File: config.mk
export PLATFORM = sky130hd
export DESIGN_NAME = avs_start_gen
export DESIGN_NICKNAME = d
export VERILOG_FILES = /design/src/rtl/avs_pkg.sv /design/src/rtl/avs_sync_det.sv /design/src/rtl/avs_cfg_regs.sv /design/src/rtl/avs_delay_cnt.sv /design/src/rtl/avs_window.sv /design/src/rtl/avs_start_gen.sv
export SDC_FILE = /design/constraint.sdc
export NUM_CORES = 1
export LEC_CHECK = 0
export CORE_MARGIN = 8
export CORE_UTILIZATION = 45
export DETAILED_ROUTE_END_ITERATION = 16
export DONT_BUFFER_PORTS = 1
export MAX_ROUTING_LAYER = met4
export PLACE_DENSITY = 0.59
export SLEW_MARGIN = 25
export SYNTH_ARGS = -nofsm -noshare
export SYNTH_HDL_FRONTEND = slang
export SYNTH_SLANG_ARGS = --single-unit
File: constraint.sdc
create_clock -name clk -period 10.5 [get_ports clk]
set_input_delay 0 -clock clk [delete_from_list [all_inputs] [get_ports clk]]
set_output_delay 0 -clock clk [all_outputs]
set_load 0.02 [all_outputs]
File: src/rtl/avs_pkg.sv
package avs_pkg;

   typedef enum logic {
      CLK_1X = 1'b0,
      CLK_2X = 1'b1
   } clk_mode_e;

endpackage

File: src/rtl/avs_sync_det.sv
module avs_sync_det (
   input  logic clk,
   input  logic rst_n,
   input  logic hsync_in,
   input  logic act_hi,
   output logic sync_edge,
   output logic phase
);

   logic lvl;
   logic lvl_q;
   logic ph_q;

   // normalise polarity so that 1 always means "sync asserted"
   assign lvl = act_hi ? hsync_in : ~hsync_in;

   always_ff @(posedge clk) begin
      if (!rst_n) begin
         lvl_q <= 1'b0;
         ph_q  <= 1'b0;
      end else begin
         lvl_q <= lvl;
         ph_q  <= ~ph_q;
      end
   end

   assign sync_edge = lvl & ~lvl_q;
   assign phase     = ph_q;

   // an edge needs a deasserted cycle before it
   assert_edge_single_R6: assert property (@(posedge clk) disable iff (!rst_n)
      sync_edge |=> !sync_edge);

endmodule

File: src/rtl/avs_cfg_regs.sv
module avs_cfg_regs
   import avs_pkg::*;
#(
   parameter int unsigned LOW_W   = 8,
   parameter int unsigned WID_W   = 10,
   parameter int unsigned LOW_RST = 'h50,
   parameter bit          DBL_EN  = 1'b1
) (
   input  logic             clk,
   input  logic             rst_n,
   input  logic             cfg_we,
   input  logic             cfg_addr,
   input  logic [LOW_W-1:0] cfg_wdata,
   input  logic             sync_edge,
   input  logic             dbl_req,
   input  logic [WID_W-1:0] width_req,
   output logic [LOW_W:0]   dly_act,
   output clk_mode_e        mode_act,
   output logic [WID_W-1:0] wid_act
);

   localparam int unsigned DLY_W = LOW_W + 1;
   localparam logic [LOW_W-1:0] LOW_INIT = LOW_W'(LOW_RST);

   initial begin
      assert (LOW_W >= 2) else $error("avs_cfg_regs: LOW_W too small");
      assert (LOW_RST < (2 ** LOW_W)) else $error("avs_cfg_regs: LOW_RST does not fit");
   end

   logic [LOW_W-1:0] low_q;
   logic             ext_q;
   logic [DLY_W-1:0] dly_q;
   clk_mode_e        mode_q;
   clk_mode_e        mode_nx;
   logic [WID_W-1:0] wid_q;

   // staging registers, written from the host side at any time
   always_ff @(posedge clk) begin
      if (!rst_n) begin
         low_q <= LOW_INIT;
         ext_q <= 1'b0;
      end else if (cfg_we) begin
         if (cfg_addr) ext_q <= cfg_wdata[0];
         else          low_q <= cfg_wdata;
      end
   end

   generate
      if (DBL_EN) begin : g_mode_sel
         assign mode_nx = dbl_req ? CLK_2X : CLK_1X;
      end else begin : g_mode_fix
         assign mode_nx = CLK_1X;
      end
   endgenerate

   // line shadow: loaded only on a sync edge
   always_ff @(posedge clk) begin
      if (!rst_n) begin
         dly_q  <= {1'b0, LOW_INIT};
         mode_q <= CLK_1X;
         wid_q  <= '0;
      end else if (sync_edge) begin
         dly_q  <= {ext_q, low_q};
         mode_q <= mode_nx;
         wid_q  <= width_req;
      end
   end

   assign dly_act  = dly_q;
   assign mode_act = mode_q;
   assign wid_act  = wid_q;

   // the line configuration moves only across a sync edge
   assert_shadow_hold_R8: assert property (@(posedge clk) disable iff (!rst_n)
      !sync_edge |=> ($stable(dly_act) && $stable(mode_act) && $stable(wid_act)));

endmodule

File: src/rtl/avs_delay_cnt.sv
module avs_delay_cnt
   import avs_pkg::*;
#(
   parameter int unsigned DLY_W  = 9,
   parameter bit          DBL_EN = 1'b1
) (
   input  logic             clk,
   input  logic             rst_n,
   input  logic             sync_edge,
   input  logic [DLY_W-1:0] dly_act,
   input  clk_mode_e        mode_act,
   input  logic             phase,
   output logic             sav_pulse,
   output logic             align_err
);

   localparam int unsigned CNT_W = DLY_W + 1;

   initial begin
      assert (DLY_W >= 2) else $error("avs_delay_cnt: DLY_W too small");
   end

   logic             run_q;
   logic [CNT_W-1:0] cnt_q;
   logic [CNT_W-1:0] tgt;
   logic             hit;
   logic             err_q;

   generate
      if (DBL_EN) begin : g_dbl
         assign tgt = (mode_act == CLK_2X) ? {dly_act, 1'b0} : {1'b0, dly_act};

         always_ff @(posedge clk) begin
            if (!rst_n)
               err_q <= 1'b0;
            else if (sync_edge)
               err_q <= 1'b0;
            else if (hit && (mode_act == CLK_2X) && phase)
               err_q <= 1'b1;
         end
      end else begin : g_sgl
         assign tgt   = {1'b0, dly_act};
         assign err_q = 1'b0;
      end
   endgenerate

   // a fresh edge wins over a match on the abandoned line
   assign hit = run_q && (cnt_q == tgt) && !sync_edge;

   always_ff @(posedge clk) begin
      if (!rst_n) begin
         run_q <= 1'b0;
         cnt_q <= '0;
      end else if (sync_edge) begin
         run_q <= 1'b1;
         cnt_q <= '0;
      end else if (hit) begin
         run_q <= 1'b0;
      end else if (run_q) begin
         cnt_q <= cnt_q + 1'b1;
      end
   end

   assign sav_pulse = hit;
   assign align_err = err_q;

   // strobe is a single clock wide
   assert_pulse_single_R3: assert property (@(posedge clk) disable iff (!rst_n)
      sav_pulse |=> !sav_pulse);

   // alignment error only follows a double-rate line
   assert_err_dbl_only_R10: assert property (@(posedge clk) disable iff (!rst_n)
      $rose(align_err) |-> ($past(sav_pulse) && $past(mode_act == CLK_2X)));

endmodule

File: src/rtl/avs_window.sv
module avs_window
   import avs_pkg::*;
#(
   parameter int unsigned WID_W  = 10,
   parameter bit          DBL_EN = 1'b1
) (
   input  logic             clk,
   input  logic             rst_n,
   input  logic             sync_edge,
   input  logic             sav_pulse,
   input  clk_mode_e        mode_act,
   input  logic [WID_W-1:0] wid_act,
   output logic             active_win
);

   localparam int unsigned REM_W = WID_W + 1;

   initial begin
      assert (WID_W >= 1) else $error("avs_window: WID_W too small");
   end

   logic [REM_W-1:0] span;
   logic [REM_W-1:0] rem_q;
   logic             on_q;

   generate
      if (DBL_EN) begin : g_dbl
         assign span = (mode_act == CLK_2X) ? {wid_act, 1'b0} : {1'b0, wid_act};
      end else begin : g_sgl
         assign span = {1'b0, wid_act};
      end
   endgenerate

   always_ff @(posedge clk) begin
      if (!rst_n) begin
         on_q  <= 1'b0;
         rem_q <= '0;
      end else if (sync_edge) begin
         on_q  <= 1'b0;
      end else if (sav_pulse && (span != '0)) begin
         on_q  <= 1'b1;
         rem_q <= span - 1'b1;
      end else if (on_q) begin
         if (rem_q == '0) on_q  <= 1'b0;
         else             rem_q <= rem_q - 1'b1;
      end
   end

   assign active_win = on_q;

   // the window opens only right after a start strobe
   assert_win_after_pulse_R9: assert property (@(posedge clk) disable iff (!rst_n)
      $rose(active_win) |-> $past(sav_pulse));

   // a new line closes the window
   assert_win_cleared_R11: assert property (@(posedge clk) disable iff (!rst_n)
      sync_edge |=> !active_win);

endmodule

File: src/rtl/avs_start_gen.sv
module avs_start_gen
   import avs_pkg::*;
#(
   parameter int unsigned LOW_W   = 8,
   parameter int unsigned WID_W   = 10,
   parameter int unsigned LOW_RST = 'h50,
   parameter bit          DBL_EN  = 1'b1
) (
   input  logic             clk,
   input  logic             rst_n,
   input  logic             hsync_in,
   input  logic             hsync_act_hi,
   input  logic             dbl_mode,
   input  logic [WID_W-1:0] act_width,
   input  logic             cfg_we,
   input  logic             cfg_addr,
   input  logic [LOW_W-1:0] cfg_wdata,
   output logic             sav_pulse,
   output logic             active_win,
   output logic             align_err
);

   localparam int unsigned DLY_W = LOW_W + 1;

   logic             sync_edge;
   logic             phase;
   logic [DLY_W-1:0] dly_act;
   clk_mode_e        mode_act;
   logic [WID_W-1:0] wid_act;

   avs_sync_det u_sync (
      .clk       (clk),
      .rst_n     (rst_n),
      .hsync_in  (hsync_in),
      .act_hi    (hsync_act_hi),
      .sync_edge (sync_edge),
      .phase     (phase)
   );

   avs_cfg_regs #(
      .LOW_W   (LOW_W),
      .WID_W   (WID_W),
      .LOW_RST (LOW_RST),
      .DBL_EN  (DBL_EN)
   ) u_regs (
      .clk       (clk),
      .rst_n     (rst_n),
      .cfg_we    (cfg_we),
      .cfg_addr  (cfg_addr),
      .cfg_wdata (cfg_wdata),
      .sync_edge (sync_edge),
      .dbl_req   (dbl_mode),
      .width_req (act_width),
      .dly_act   (dly_act),
      .mode_act  (mode_act),
      .wid_act   (wid_act)
   );

   avs_delay_cnt #(
      .DLY_W  (DLY_W),
      .DBL_EN (DBL_EN)
   ) u_cnt (
      .clk       (clk),
      .rst_n     (rst_n),
      .sync_edge (sync_edge),
      .dly_act   (dly_act),
      .mode_act  (mode_act),
      .phase     (phase),
      .sav_pulse (sav_pulse),
      .align_err (align_err)
   );

   avs_window #(
      .WID_W  (WID_W),
      .DBL_EN (DBL_EN)
   ) u_win (
      .clk        (clk),
      .rst_n      (rst_n),
      .sync_edge  (sync_edge),
      .sav_pulse  (sav_pulse),
      .mode_act   (mode_act),
      .wid_act    (wid_act),
      .active_win (active_win)
   );

endmodule

==> After elaboration in Yosys (flattened, before gate mapping) <==
Index checks and enable logic that the tools add are counted.
{ "word_totals": {"wordCells": 52, "output_inout_bits": 3, "ff_bits": 55} }
{ "op_classes": {"n_bitwise": 8, "reduce_logical": 15, "n_eq_ne": 2, "mux": 12, "n_addsub": 3} }
{ "ops": {"columns": ["operator", "count"], "rows": [
  ["$mux 11", 4],
  ["$sub 11x1->11 const B", 2],
  ["$logic_not 11->1", 1],
  ["$reduce_bool 11->1", 1],
  ["$add 10x1->10 const B", 1],
  ["$eq 10x10->1", 1],
  ["$mux 10", 1],
  ["$mux 1", 7],
  ["$not 1->1", 7],
  ["$reduce_and 2->1", 3],
  ["$logic_and 1x1->1", 5],
  ["$reduce_bool 2->1", 2],
  ["$reduce_and 3->1", 1],
  ["$ne 2x1->1 const B", 1],
  ["$reduce_or 2->1", 1],
  ["$and 1x1->1", 1],
  ["$logic_not 1->1", 1]
]} }

==> Longest topological paths before layout <==
Gate-level depths: netlist (run 1).
{ "logic_depth": {"ltp_word": 8, "depth_mapped": 18, "depth_no_buf": 13} }

==> Hierarchy <==
Synthesis (run 1) repeated with hierarchy kept, for this count alone.
{ "unflattened": {"hier_cells": 354, "area_unflattened_um2": 3098.0} }
{ "by_module_without_submodules": {"columns": ["module", "cells_each", "area_per_inst_um2", "seq_area_each_um2", "n_inst"], "rows": [
  ["avs_cfg_regs", 104, 1133.6, 580.6, 1],
  ["avs_window", 155, 1119.8, 240.2, 1],
  ["avs_delay_cnt", 88, 780.7, 240.2, 1],
  ["avs_sync_det", 7, 63.8, 40.0, 1]
]} }

==> Worst setup path before layout (run 1) <==
No wires, ideal clock.
{ "synth_timing": {"kind": "flip-flop to flip-flop", "startpoint": "register u_regs.mode_q (netlist: u_regs.mode_act)", "endpoint": "register u_win.rem_q[8]", "stages_incl_launch_ff": 18, "arrival_ns": 3.441, "setup_slack_ns": 6.931, "synth_period_minus_slack_ns": 3.569, "n_path_buf": 5, "path_cell_list": "dfxtp_1 -> buf_6 -> mux2i_1 -> xor2_1 -> o2111ai_2 -> nor4_4 -> nand2_2 -> buf_6 -> buf_2 -> buf_2 -> a21oi_1 -> ha_1 -> buf_4 -> inv_1 -> or4_1 -> xnor2_1 -> a21oi_1 -> nor2_1"} }
{ "synth_via": {"elab_chain_len": 7, "elab_cells_between_ends": 12} }
{ "synth_lines": {"columns": ["element", "line", "rtl"], "rows": [
  ["from (decl)", "avs_cfg_regs.sv:33", "clk_mode_e mode_q;"],
  ["from (signal assigned)", "avs_cfg_regs.sv:64", "mode_q <= mode_nx;"],
  ["branches (longest 7 deep; another with $sub 11x1->11)", null, null],
  ["to (signal assigned)", "avs_window.sv:42", "rem_q <= span - 1'b1;"],
  ["to (signal assigned)", "avs_window.sv:45", "else rem_q <= rem_q - 1'b1;"],
  ["to (decl)", "avs_window.sv:23", "logic [REM_W-1:0] rem_q;"]
]} }
Several ways; the timed one is not identified.
A chain may end at the register's enable or synchronous reset.

==> Worst setup path after layout (run 1) <==
Ends and elaborated chain as after synthesis.

==> impl_metrics.ini, run 1 <==
[floorplanning]
die_h_um = 96.73
core_mm2 = 0.006314
rows = 29
dieWidth_um = 96.73
ios = 28
dieArea_mm2 = 0.009357
initial_core_util_pct = 46.45

[clocking]
cts_buffers = 5
clockRootBuffer = clkbuf_8
numClockSinks = 55
htreeDepth = 2
insertion_delay_ps = 320
cts_tree = yes
clockBufferDepth = 2
cts.clk_slew.worst_paths_ps = 110
cts_resized = 0

[global_routing]
grt_max_degree = 36
grt_pass1_wl_um = 12540
grt.total_usage_pct = 16.19
overflow = 0
antenna_found_initial = 0
grt_pass1_vias = 2682

[yosys]
avgSynthCellArea_um2 = 7.821
yosys_register_bits = 55
seq_area_frac_synth_pct = 37.54
netlist_area_mm2 = 0.002933
synth_edf_count = 0
syn-num-nets = 402
yosysWarnings = 0
synth.distinct_cells = 52
async_flop_share_pct = 0
synth-main-ff-cell = dfxtp_1
syn_inst = 375

[setup_path]
critPathKind = reg -> reg
path_max_fanout = 31
reg2reg_slack_ps = 6280
worstSetupStartpointType = flip-flop
rr_endpoint = u_win.rem_q[8]$_SDFFE_PN0P_
cp_data_arrival_time_ps = 4420
r2r_start = u_regs.mode_act$_SDFFE_PN0P_
reg2regPathDepth = 13
endpoint_kind = flip-flop
cp.required_ps = 10700

[pwr]
ir_drop_v = 0.00007016
power.density_mw_per_mm2 = 134.2
leakagePower_nw = 1.265
power_mw = 0.4548

[placement]
dp_hpwl_um = 4930
portBuffers = 0
place.gp.congestion = 0.8599

[timing]
tightest_slew_ps = 775.4
fin_hold_ws_ps = 45.76
period_needed_ps = 4220
setup-tns-final_ps = 0
rsz0062_at_grt = no
relSlewSlack_pct = 47.49
skew_ps = 9.232
timing.fmax_ghz = 0.2370
maxSlewViolCount = 0
finalSetupViolCount = 0
finalHoldViolations = 0
finalCritPeriodShare_pct = 40.19

[cells_and_area]
diodes = 0
drive_gt1_share_pct = 5.542
fillers = 636
area_delta_synth_final_pct = 15.57
nets = 423

[detailed_routing]
antenna_left = 0
vias = 2603
drc = 0
wire_per_inst_um = 15.14
dr.pass1.iters = 5
post_drt_via_cell_ratio = 5.492
wl_um = 7175
drt_iter0_drc = 137

[worst_hold_path]
worstHoldPathCells = 2
hp-class = in -> reg
hp-start = rst_n
holdPathEnd = u_cnt.cnt_q[6]$_SDFFE_PP0P_

[status]
outcome = finished clean

[job]
drv_cap = 0
-- timing repair --
action	CTS	global route
endpoints found under the hold margin	27	0
setup buffers	0	0
setup endpoints to repair	0	0
hold buffers	32	0
-- registers in the layout (all words and copies together), names as in the netlist, 8 cells and up --
signal and count:
u_win.rem_q 11, u_cnt.cnt_q 10, u_regs.wid_act 10, u_regs.dly_act 9, u_regs.low_q 8
-- stage by stage --
stage          worst slack [ps]  cell area, µm²  util, %  std cells
2_1_floorplan              6931            2933        -        375
3_3_place_gp               6437            2950    46.73        434
3_5_place_dp               6323            2950    46.73        434
4_1_cts                    6310            3390    53.69        474
5_1_grt                    5807            3390    53.69        474
6_report                   6280            3390    53.69        474
-- logic make-up (layout without fill, tap and decap cells) --
kind of cell	count (synthesis)	after routing	share of synthesized area, %
xor gates and xnor gates	23	23	6.869
buffers and inverters	25	47	3.968
AOI/OAI and AO/OA	82	82	16.64
DFF	55	55	37.54
and+or+nand+nor	167	167	26.66
adders and majority gates	2	2	0.8531
muxes	21	21	7.466
-- worst max-delay path by stage --
stage               slack, ps                    startpoint                          end
floorplan                6930  u_regs.mode_act$_SDFFE_PN0P_  u_win.rem_q[8]$_SDFFE_PN0P_
global placement         6440  u_regs.mode_act$_SDFFE_PN0P_  u_win.rem_q[8]$_SDFFE_PN0P_
detailed placement       6320  u_regs.mode_act$_SDFFE_PN0P_  u_win.rem_q[8]$_SDFFE_PN0P_
CTS                      6310  u_regs.mode_act$_SDFFE_PN0P_  u_win.rem_q[8]$_SDFFE_PN0P_
global route             5810  u_regs.mode_act$_SDFFE_PN0P_  u_win.rem_q[8]$_SDFFE_PN0P_
finish                   6280  u_regs.mode_act$_SDFFE_PN0P_  u_win.rem_q[8]$_SDFFE_PN0P_
-- where the power goes --
part           switching, mW  internal [mW]  leakage, nW
logic                 0.0419         0.0329        0.756
registers             0.0106          0.217        0.448
clock network         0.0785         0.0737       0.0607
-- cells in the mapped netlist (3+ instances only) --
master,count,area [µm²]
nand2_1,77,289.0
dfxtp_1,55,1101
a21oi_1,52,260.3
nor2_1,31,116.4
mux2i_1,17,170.2
xor2_1,14,122.6
clkbuf_1,13,48.80
nand3_1,13,65.06
xnor2_1,9,78.83
nor2b_1,8,50.05
o21ai_0,7,35.03
nand2b_1,5,31.28
nor3_1,5,25.02
a211oi_1,4,30.03
nand4_1,4,25.02
and2_1,3,18.77
and3_1,3,18.77
buf_2,3,15.01
inv_1,3,11.26
nor3b_1,3,22.52
or3_1,3,18.77
-- cell usage in the layout, fill, tap and decap left out, types with 2 or more instances in the layout --
cell type / n
xor2_1: 14
and3_1: 3
clkbuf_8: 5
o311ai_0: 2
nand3_1: 13
or4_1: 2
nor4_1: 2
nand2_2: 2
nand4b_1: 2
nor3_1: 5
nor3b_1: 3
nand4_1: 4
a211oi_1: 4
nor2b_1: 8
a21boi_0: 2
xnor2_1: 9
mux2_2: 2
nand2_1: 77
ha_1: 2
nor2_1: 31
nand2b_1: 5
mux2i_1: 17
and2_1: 3
a21o_1: 2
a31oi_1: 2
a21oi_1: 52
o21ai_0: 7
or3_1: 3
buf_4: 3
dlygate4sd3_1: 32
inv_1: 3
dfxtp_1: 55
-- metal layers --
layer	vias to the layer above	wire, µm	part of all wire, %	global-route usage (%)
li1	1343	-	-	-
met1	1223	3597	50	20.18
met2	27	3279	46	25.62
met3	10	188	2.6	3.058
met4	0	110	1.5	5.325
met5	-	0	0	-
-- final cells by class --
class                      count  area (µm²)  area share, %
multi-input combinational    295        1715          50.61
sequential                    55        1101          32.48
inverter                       4       15.01         0.4430
tap                           77       96.34          2.842
clock buffer                   5       68.82          2.030
timing repair buffer          35       342.8          10.11
clock inverter                 3       50.05          1.477
-- worst max-delay path: stages (launching register included) --
cell and delay [ps]:
dfxtp_1 680, buf_4 380, nand2_1 110, xor2_1 130, nand3_1 140, nor4_4 460
nand2_2 460, a21oi_1 320, ha_1 360, inv_1 150, or4_1 530, xnor2_1 140
a21oi_1 150, nor2_1 50
(Power assumes the default switching activity.)
==> run 2: changes to the inputs <==
--- a/config.mk
+++ b/config.mk
@@ -10,7 +10,7 @@
 export DETAILED_ROUTE_END_ITERATION = 16
 export DONT_BUFFER_PORTS = 1
 export MAX_ROUTING_LAYER = met4
-export PLACE_DENSITY = 0.59
+export PLACE_DENSITY = 0.61
 export SLEW_MARGIN = 25
 export SYNTH_ARGS = -nofsm -noshare
 export SYNTH_HDL_FRONTEND = slang
==> constraint.sdc (replaced) <==
create_clock -name clk -period 3.8 [get_ports clk]
set_input_delay 0 -clock clk [delete_from_list [all_inputs] [get_ports clk]]
set_output_delay 0 -clock clk [all_outputs]
set_load 0.02 [all_outputs]
==> run 2 against run 1 <==
  * Total power grew to 2.6 times the previous value
  * Via count up 1.8%
  * Final area grew 0.41%
  * Combinational power grew to 2.9 times the previous value
  * Utilization increased by 0.22 points
  * Clock-buffer cell count unchanged
  * Critical path type unchanged
  * Critical endpoint unchanged
==> impl_metrics.ini, run 2 (synthesis results as in run 1) <==
[cells_and_area]
drive_gt1_share_pct = 6.234
fin_area_mm2 = 0.003403
top_register = u_win.rem_q
nets = 427
area_delta_synth_final_pct = 16.04
final_common_cell = nand2_1
instances_no_fill = 478
diodes = 0
final_core_utilization_pct = 53.90
final-seq-area_mm2 = 0.001101
fillers = 602
largest_register_ffs = 11
multi_input_area_mm2 = 0.001715
final_cell_mix = nand2_1 (77), dfxtp_1 (55), a21oi_1 (52)

[floorplanning]
die_h_um = 96.73
dieWidth_um = 96.73
rows = 29
ios = 28
initial_core_util_pct = 46.45
dieArea_mm2 = 0.009357
core_mm2 = 0.006314

[worst_hold_path]
hp-class = in -> reg

[placement]
place.gp.congestion = 0.8922
dp_hpwl_um = 4910
portBuffers = 0
dpl-instance-area_mm2 = 0.002973
dp.cells = 437

[setup_path]
slowest_delay_ps = 530
cp.required_ps = 3990
path_max_fanout = 14
cp_data_arrival_time_ps = 3550
critPathKind = reg -> reg
path_common_cell = a21oi_1
crit_chain = buf_4 > mux2i_1 > xor2_1 > o2111ai_2 > nor4_4 > nand2_2 > a21oi_1 > ha_1 > inv_1 > or4_1 > xnor2_1 > a21oi_1 > nor2_1
endpoint_kind = flip-flop
crit_buf_inv = 2
crit_family = simple AND/OR/NAND/NOR gates
worstSetupStartpointType = flip-flop
slowest_stage = or4_1
reg2reg_slack_ps = 440

[clocking]
numClockSinks = 55
cts_buffers = 5
cts.clk_slew.worst_paths_ps = 120
holdBufCountCts = 33
insertion_delay_ps = 310
cts_tree = yes
clockRootBuffer = clkbuf_8
cts_resized = 0
postCtsSetupBuffers = 0
clockBufferDepth = 2
htreeDepth = 2

[timing]
finalHoldViolations = 0
relSlewSlack_pct = 45.77
rsz0062_at_grt = no
skew_ps = 13.53
setup-tns-final_ps = 0
tightest_slew_ps = 800.8
maxSlewViolCount = 0
timing.fmax_ghz = 0.2975
finalSetupViolCount = 0
finalCritPeriodShare_pct = 88.46
period_needed_ps = 3361

[detailed_routing]
post_drt_via_cell_ratio = 5.544
wire_per_inst_um = 14.69
drt_iter0_drc = 117
antenna_left = 0
dr.pass1.iters = 5
vias = 2650
wl_um = 7023
drc = 0

[pwr]
ir_drop_v = 0.0002878
p_int_mw = 0.8352
swShare_pct = 30.17
leakagePower_nw = 1.276
clockPowerShare_pct = 29.9
power_mw = 1.196
switchingPower_mw = 0.3609
p_seq_share_pct = 52.2
power.density_mw_per_mm2 = 351.5
p_comb_share_pct = 17.9

[global_routing]
grt_pass1_vias = 2529
overflow = 0
grt.total_usage_pct = 15.26
grt_pass1_wl_um = 11990
grt_max_degree = 36
antenna_found_initial = 0

[job]
drv_cap = 0

[status]
outcome = finished clean
==> run 2: cell count changes in the layout (fill, tap and decap cells not counted), sizes merged <==
cell / change
bufinv: -1
dlygate4sd3: +1
buf: +3
inv: +1
==> run 2: cell type report <==
class / instances / area share (%)
Clock buffer: 5 / 2.022
Multi-Input combinational cell: 295 / 50.40
Clock inverter: 3 / 0.9191
Inverter: 4 / 0.4412
Sequential cell: 55 / 32.35
Timing Repair Buffer: 39 / 11.03
Tap cell: 77 / 2.831
==> run 2: path summary, 6_finish.rpt <==
| path | start | to | cells after the start |
|---|---|---|---|
| setup / recovery | u_regs.mode_act$_SDFFE_PN0P_ | u_win.rem_q[8]$_SDFFE_PN0P_ | 13 |
| hold / removal | cfg_we | u_regs.low_q[5]$_SDFFE_PN0P_ | 3 |
| setup reg to reg | u_regs.mode_act$_SDFFE_PN0P_ | u_win.rem_q[8]$_SDFFE_PN0P_ | 13 |
| hold reg to reg | u_sync.phase$_SDFF_PN0_ | u_sync.phase$_SDFF_PN0_ | 1 |
==> run 2: worst register-to-register path, stage by stage (launching register included) <==
cell	delay, ps
dfxtp_1	330
buf_4	220
mux2i_1	240
xor2_1	220
o2111ai_2	180
nor4_4	320
nand2_2	120
a21oi_1	240
ha_1	370
inv_1	150
or4_1	530
xnor2_1	140
a21oi_1	140
nor2_1	50
==> run 2: power groups by stage <==
stage | clock network, mW | registers, mW | logic, mW
2_1_floorplan | 0 | 0.630 | 0.155
3_3_place_gp | 0 | 0.637 | 0.182
3_5_place_dp | 0 | 0.637 | 0.185
4_1_cts | 0.373 | 0.624 | 0.212
5_1_grt | 0.392 | 0.629 | 0.239
6_report | 0.358 | 0.624 | 0.214
==> run 2: through the flow <==
step | hold slack [ps] | setup WS (ps)
final | 65.81 | 438.6
after global placement | 74.95 | 589.4
after floorplan | 124.2 | 230.9
after global routing | 98.80 | 92.33
after CTS | 53.56 | 447.5
after detailed placement | 79.00 | 469.4
==> run 2: per-layer routing <==
metal	vias to the layer above	share of wire, %	track usage [%]
met2	68	42	21.56
met3	9	4.7	3.556
met4	0	1.8	4.852
li1	1343	-	-
met1	1230	51	20.75
met5	-	0	-
